===== src/rtl/pri_pkg.sv =====
package pri_pkg;

    typedef enum logic [1:0] {
        ST_IDLE  = 2'd0,
        ST_PEND  = 2'd1,
        ST_SERVE = 2'd2
    } res_state_t;

    typedef enum logic [1:0] {
        CK_MASK   = 2'd0,
        CK_EOI    = 2'd1,
        CK_SPMASK = 2'd2,
        CK_NONE   = 2'd3
    } cmd_kind_t;

    // bit positions inside the end-of-interrupt / rotate word
    localparam int unsigned EOI_BIT = 5;
    localparam int unsigned SL_BIT  = 6;
    localparam int unsigned ROT_BIT = 7;

    // bit positions inside the special-mask word
    localparam int unsigned SPM_VAL_BIT = 0;
    localparam int unsigned SPM_EN_BIT  = 1;

endpackage


===== src/rtl/pri_req_capture.sv =====
module pri_req_capture #(
    parameter int N = 8
) (
    input  logic         clk,
    input  logic         rst_n,
    input  logic         level_mode,
    input  logic [N-1:0] irq_in,
    input  logic [N-1:0] ack_clr,
    output logic [N-1:0] irr_q
);

    logic [N-1:0] prev_q;

    for (genvar g = 0; g < N; g++) begin : g_bit
        always_ff @(posedge clk) begin
            if (!rst_n) begin
                prev_q[g] <= 1'b0;
                irr_q[g]  <= 1'b0;
            end else begin
                prev_q[g] <= irq_in[g];
                if (level_mode) begin
                    irr_q[g] <= irq_in[g];
                end else begin
                    irr_q[g] <= (irr_q[g] & ~ack_clr[g]) | (irq_in[g] & ~prev_q[g]);
                end
            end
        end
    end

endmodule


===== src/rtl/pri_rank_pick.sv =====
module pri_rank_pick #(
    parameter int N  = 8,
    parameter int LW = $clog2(N)
) (
    input  logic [N-1:0]  vec,
    input  logic [LW-1:0] base,
    output logic          found,
    output logic [LW-1:0] idx
);

    logic [LW-1:0] lv;

    // scan from the lowest rank upward so the best rank is written last
    always_comb begin
        found = 1'b0;
        idx   = '0;
        lv    = '0;
        for (int k = N - 1; k >= 0; k--) begin
            lv = base + k[LW-1:0];
            if (vec[lv]) begin
                found = 1'b1;
                idx   = lv;
            end
        end
    end

endmodule


===== src/rtl/pri_cmd_decode.sv =====
module pri_cmd_decode
    import pri_pkg::*;
#(
    parameter int N  = 8,
    parameter int CW = 8,
    parameter int LW = $clog2(N)
) (
    input  logic          cmd_valid,
    input  logic [1:0]    cmd_kind,
    input  logic [CW-1:0] cmd_data,
    input  logic          isr_found,
    input  logic [LW-1:0] isr_top,
    output logic          mask_we,
    output logic [N-1:0]  mask_val,
    output logic [N-1:0]  isr_clr,
    output logic          hp_we,
    output logic [LW-1:0] hp_val,
    output logic          smm_we,
    output logic          smm_val
);

    localparam logic [N-1:0] ONE_HOT0 = {{(N-1){1'b0}}, 1'b1};

    logic          f_rot, f_sl, f_eoi;
    logic [LW-1:0] f_lvl;
    logic          is_eoi_word;

    assign f_rot       = cmd_data[ROT_BIT];
    assign f_sl        = cmd_data[SL_BIT];
    assign f_eoi       = cmd_data[EOI_BIT];
    assign f_lvl       = cmd_data[LW-1:0];
    assign is_eoi_word = cmd_valid && (cmd_kind == CK_EOI);

    assign mask_we  = cmd_valid && (cmd_kind == CK_MASK);
    assign mask_val = cmd_data[N-1:0];

    assign smm_we  = cmd_valid && (cmd_kind == CK_SPMASK) && cmd_data[SPM_EN_BIT];
    assign smm_val = cmd_data[SPM_VAL_BIT];

    always_comb begin
        isr_clr = '0;
        hp_we   = 1'b0;
        hp_val  = '0;
        if (is_eoi_word) begin
            if (f_eoi && !f_sl) begin
                if (isr_found) begin
                    isr_clr = ONE_HOT0 << isr_top;
                    hp_we   = f_rot;
                    hp_val  = isr_top + LW'(1);
                end
            end else if (f_eoi && f_sl) begin
                isr_clr = ONE_HOT0 << f_lvl;
                hp_we   = f_rot;
                hp_val  = f_lvl + LW'(1);
            end else if (!f_eoi && f_sl && f_rot) begin
                hp_we  = 1'b1;
                hp_val = f_lvl + LW'(1);
            end
        end
    end

    logic unused_bits;
    assign unused_bits = ^cmd_data;

endmodule


===== src/rtl/prio_resolver.sv =====
module prio_resolver
    import pri_pkg::*;
#(
    parameter int N  = 8,
    parameter int CW = 8
) (
    input  logic                 clk,
    input  logic                 rst_n,
    input  logic [N-1:0]         irq_in,
    input  logic                 level_mode,
    input  logic                 auto_eoi,
    input  logic                 cmd_valid,
    input  logic [1:0]           cmd_kind,
    input  logic [CW-1:0]        cmd_data,
    input  logic                 ack,
    output logic                 int_out,
    output logic                 lvl_valid,
    output logic [$clog2(N)-1:0] lvl_out,
    output logic [N-1:0]         irr_out,
    output logic [N-1:0]         imr_out,
    output logic [N-1:0]         isr_out
);

    localparam int LW = $clog2(N);
    localparam logic [LW-1:0] SPUR_LVL = LW'(N - 1);
    localparam logic [N-1:0]  ONE_HOT0 = {{(N-1){1'b0}}, 1'b1};

    res_state_t    state_q, state_d;
    logic [N-1:0]  irr_q, imr_q, isr_q;
    logic [LW-1:0] hp_q;
    logic          smm_q;
    logic [LW-1:0] lvl_q;

    // ranking
    logic          isr_found, win_found;
    logic [LW-1:0] isr_top, win_idx, isr_rank;
    logic [N-1:0]  allow, cand;
    logic          cand_any, take;
    logic [N-1:0]  win_hot, ack_clr, isr_set;

    // command decode
    logic          mask_we, hp_we, smm_we, smm_val;
    logic [N-1:0]  mask_val, isr_clr;
    logic [LW-1:0] hp_val;

    pri_req_capture #(.N(N)) u_cap (
        .clk        (clk),
        .rst_n      (rst_n),
        .level_mode (level_mode),
        .irq_in     (irq_in),
        .ack_clr    (ack_clr),
        .irr_q      (irr_q)
    );

    pri_rank_pick #(.N(N), .LW(LW)) u_isr_pick (
        .vec   (isr_q),
        .base  (hp_q),
        .found (isr_found),
        .idx   (isr_top)
    );

    assign isr_rank = isr_top - hp_q;

    for (genvar g = 0; g < N; g++) begin : g_allow
        logic [LW-1:0] rk;
        assign rk = LW'(g) - hp_q;
        assign allow[g] = smm_q ? ~isr_q[g] : (~isr_found | (rk < isr_rank));
    end

    assign cand     = irr_q & ~imr_q & allow;
    assign cand_any = |cand;

    pri_rank_pick #(.N(N), .LW(LW)) u_win_pick (
        .vec   (cand),
        .base  (hp_q),
        .found (win_found),
        .idx   (win_idx)
    );

    pri_cmd_decode #(.N(N), .CW(CW), .LW(LW)) u_dec (
        .cmd_valid (cmd_valid),
        .cmd_kind  (cmd_kind),
        .cmd_data  (cmd_data),
        .isr_found (isr_found),
        .isr_top   (isr_top),
        .mask_we   (mask_we),
        .mask_val  (mask_val),
        .isr_clr   (isr_clr),
        .hp_we     (hp_we),
        .hp_val    (hp_val),
        .smm_we    (smm_we),
        .smm_val   (smm_val)
    );

    assign take    = (state_q == ST_PEND) && ack;
    assign win_hot = ONE_HOT0 << win_idx;
    assign ack_clr = (take && win_found) ? win_hot : '0;
    assign isr_set = (take && win_found && !auto_eoi) ? win_hot : '0;

    // next-state logic
    always_comb begin
        state_d = state_q;
        unique case (state_q)
            ST_IDLE:  if (cand_any) state_d = ST_PEND;
            ST_PEND: begin
                if (ack)            state_d = ST_SERVE;
                else if (!cand_any) state_d = ST_IDLE;
            end
            ST_SERVE: state_d = ST_IDLE;
            default:  state_d = ST_IDLE;
        endcase
    end

    // state register
    always_ff @(posedge clk) begin
        if (!rst_n) state_q <= ST_IDLE;
        else        state_q <= state_d;
    end

    // outputs from state
    always_comb begin
        int_out   = 1'b0;
        lvl_valid = 1'b0;
        unique case (state_q)
            ST_IDLE:  ;
            ST_PEND:  int_out   = 1'b1;
            ST_SERVE: lvl_valid = 1'b1;
            default:  ;
        endcase
    end

    // datapath registers
    always_ff @(posedge clk) begin
        if (!rst_n) begin
            imr_q <= '0;
            isr_q <= '0;
            hp_q  <= '0;
            smm_q <= 1'b0;
            lvl_q <= '0;
        end else begin
            if (mask_we) imr_q <= mask_val;
            isr_q <= (isr_q & ~isr_clr) | isr_set;
            if (hp_we)  hp_q  <= hp_val;
            if (smm_we) smm_q <= smm_val;
            if (take)   lvl_q <= win_found ? win_idx : SPUR_LVL;
        end
    end

    assign lvl_out = lvl_q;
    assign irr_out = irr_q;
    assign imr_out = imr_q;
    assign isr_out = isr_q;

endmodule


===== config.mk =====
export PLATFORM = sky130hd
export DESIGN_NAME = prio_resolver
export DESIGN_NICKNAME = d
export VERILOG_FILES = /design/src/rtl/pri_pkg.sv /design/src/rtl/pri_req_capture.sv /design/src/rtl/pri_rank_pick.sv /design/src/rtl/pri_cmd_decode.sv /design/src/rtl/prio_resolver.sv
export SDC_FILE = /design/constraint.sdc
export NUM_CORES = 1
export LEC_CHECK = 0
export CAP_MARGIN = 20
export CORE_ASPECT_RATIO = 2
export CORE_MARGIN = 8
export CORE_UTILIZATION = 50
export CTS_CLUSTER_SIZE = 40
export DETAILED_ROUTE_END_ITERATION = 12
export GPL_TIMING_DRIVEN = 0
export PLACE_DENSITY = 0.82
export REMOVE_ABC_BUFFERS = 1
export SETUP_SLACK_MARGIN = 0.05
export SYNTH_ARGS = -nofsm -noshare
export SYNTH_HDL_FRONTEND = slang
export SYNTH_SLANG_ARGS = --single-unit
export TNS_END_PERCENT = 20

===== constraint.sdc =====
create_clock -name clk -period 10.6 [get_ports clk]
set_clock_uncertainty 0.1 [all_clocks]
set_input_delay 1.59 -clock clk [delete_from_list [all_inputs] [get_ports clk]]
set_output_delay 1.59 -clock clk [all_outputs]
set_load 0.02 [all_outputs]

==> flow_summary.toml <==
[global_route]
grt_pass1_wl_mm = 22.3
grt_max_degree = 41
grt.total_usage_pct = 22.5
gr-total-overflow = 0
antenna_found_initial = 0
first_global_vias = 4525

[routing]
wl_per_cell_um = 19.9
num_vias = 4800
ant_nets = 0
drc_errors = 0
wirelength_mm = 13.8
dr.pass1.iters = 5
drt_iter0_drc = 565
via_per_inst = 6.95

[placed_design]
gp_congestion = 0.918
dp.cells = 683
dp_slack_ns = 1.54
dp_hpwl_mm = 10.3
port_buffers = 52

[logic_synthesis]
synth.distinct_cells = 90
syn-cell-area_um2 = 4460
synth_top_flop_cell = "dfxtp_1"
synthCells = 555
yosysTopAreaCell = "dfxtp_1"
syn_avg_cell_area_um2 = 8.04
synthMuxAreaShare_pct = 11.0
synth_area_leaders = "dfxtp_1 18%, ha_1 5.6%, mux4_2 5.0%, nand2_1 4.5%, mux2i_1 3.8%"
ys_ff_latch = 41
synth_xor_area_share_pct = 1.54
async_reset_ff_share_pct = 0
synth-simple-area-share_pct = 19.4
yosysMostFrequentCell = "nand2_1"
yosysTopAreaCellShare_pct = 18.4
synth_commonest_cells = "53 x nand2_1, 41 x dfxtp_1, 38 x nor2_1, 32 x inv_1, 26 x a21oi_1"
yosys_warnings = 0
synth_seq_area_share_pct = 18.4
synth-adder-area-share_pct = 6.28
synth_top_family_by_area = "compound AO/OA/AOI/OAI gates"
synth_edf_count = 0
synth-compound-area-share_pct = 37.7

[cts]
clock_sinks = 41
hold_buffers = 0
clock_path_buffers = 2
postCtsResizedCells = 0
root_buffer = "clkbuf_16"
cts_setup_buffers = 0
cts_tree = "done"
cts_buffers = 5
cts.clk_slew.worst_paths_ns = 0.06
htreeDepth = 2
clk_latency_ns = 0.29

[floorplan]
num_io_pins = 53
die_x_um = 82.8
die_h_um = 150
fp.dieArea_um2 = 12400
fp-row-count = 49
placeableCoreArea_um2 = 8830
start_util_pct = 50.5

[sta]
rsz0062_at_grt = "no"
worst_pin_slew_ns = 1.04
setup_tns_ns = 0
slew_headroom_pct = 29.9
setup_violations = 0
hold_violations = 0
timing.final.max_slew_violations = 0
finalWorstSetupSlack_ns = 1.43
maxClockFrequency_ghz = 0.109
min_period_ns = 9.17
min_period_over_period_pct = 86.5

[worst_setup_path]
worstSetupPathType = "register to register"
cp-start-kind = "register"
critical_path.max_fanout = 20
slowest_delay_ns = 0.85
crit-reg2reg-capture = "u_cap.irr_q[2]"
cp.required_ns = 10.69
cp-end-kind = "register"
cpMaxStageDelayCell = "ha_1"
r2r_start = "hp_q[0]"
arrival_ns = 9.25
r2r_cells = 34
r2r_slack_ns = 1.43

[finish]
num_antenna_cells = 0
drive_gt1_share_pct = 10.9
fin_nets = 633
instances_no_fill = 691
post-route-util_pct = 59.3
areaGrowthSynthToFinish_pct = 17.4

[status]
status = "completed"

[worst_hold_path]
min_path_cells = 2
hold_path.class = "register to register"
worst_hold_path.endpoint = "u_cap.irr_q[0]"
min-delay-start = "u_cap.irr_q[0]"

[pwr]
p_leak_uw = 0.00191
worst_ir_drop_vdd_uv = 181
power_density_nw_per_um2 = 126

[job]
cap_violations = 0
-- through the flow --
stage | hold WS (ns) | power [µW] | instance area [µm²]
5_1_grt | 0.403 | 692 | 5240
4_1_cts | 0.378 | 656 | 5240
3_3_place_gp | 0.363 | 448 | 4980
6_report | 0.378 | 660 | 5240
2_1_floorplan | 0.356 | 374 | 4330
3_5_place_dp | 0.370 | 455 | 5040
-- worst max path at each step --
| stage | depth (start not counted) | from | end | slack, ns |
|---|---|---|---|---|
| after detailed placement | 34 | hp_q[0] | u_cap.irr_q[2] | 1.54 |
| after floorplan | 33 | hp_q[0] | u_cap.irr_q[2] | 2.43 |
| final | 34 | hp_q[0] | u_cap.irr_q[2] | 1.43 |
| after global placement | 33 | hp_q[0] | u_cap.irr_q[2] | 0.93 |
| after CTS | 34 | hp_q[0] | u_cap.irr_q[2] | 1.51 |
| after global routing | 34 | hp_q[0] | u_cap.irr_q[2] | 0.73 |
-- flip-flops by register name, indices dropped and copies added, names as in the netlist --
| signal | flops |
|---|---|
| u_cap.prev_q | 8 |
| state_q | 2 |
| isr_out | 8 |
| u_cap.irr_q | 8 |
| smm_q | 1 |
| hp_q | 3 |
| imr_out | 8 |
| lvl_out | 3 |
-- per-layer routing --
metal	share of wire, %	GRT usage, %
met1	39	27.3
met2	49	36.3
met3	7.3	4.39
met4	4.1	11.0
met5	0	0
-- power breakdown --
group | switching (µW) | total (µW) | internal, µW
Clock | 65.8 | 202 | 136
Sequential | 10.5 | 174 | 163
Combinational | 174 | 285 | 111
Total | 250 | 660 | 411
-- placed cells by master (no fill, tap or decap), types with 7 or more instances in the layout --
master,instances
a211oi_1,12
a21oi_1,26
a21oi_2,7
a31oi_1,7
a32oi_1,9
and2_1,18
clkdlybuf4s50_1,52
dfxtp_1,40
ha_1,20
inv_1,32
mux2i_1,17
mux4_2,10
nand2_1,53
nand3_1,8
nor2_1,38
nor2b_1,8
nor3_1,13
o211ai_1,22
o21ai_0,25
o21ai_1,16
-- final cells by class --
cell class              instances  area (µm²)
flip-flops and latches         41         822
inverters                      33         124
repair buffers                 55         581
well taps                     102         128
fillers                       770        3590
clock buffers                   5         125
clock inverters                 3        68.8
multi-input cells             452        3390
-- critical path, delay by kind of cell (launching register included) --
kind / cells / cell delay [ns]
AOI/OAI and AO/OA: 17 / 3.25
adders and majority gates: 3 / 1.65
buffers and inverters: 4 / 0.78
DFF: 1 / 0.77
muxes: 3 / 1.21
and+or+nand+nor: 7 / 1.27
-- kinds of logic after synthesis --
family,Yosys count
AOI/OAI and AO/OA,218
xor gates and xnor gates,4
adders and majority gates,22
buffers and inverters,62
DFF,41
muxes,35
and+or+nand+nor,173
Power figures use the tool's default switching activity.
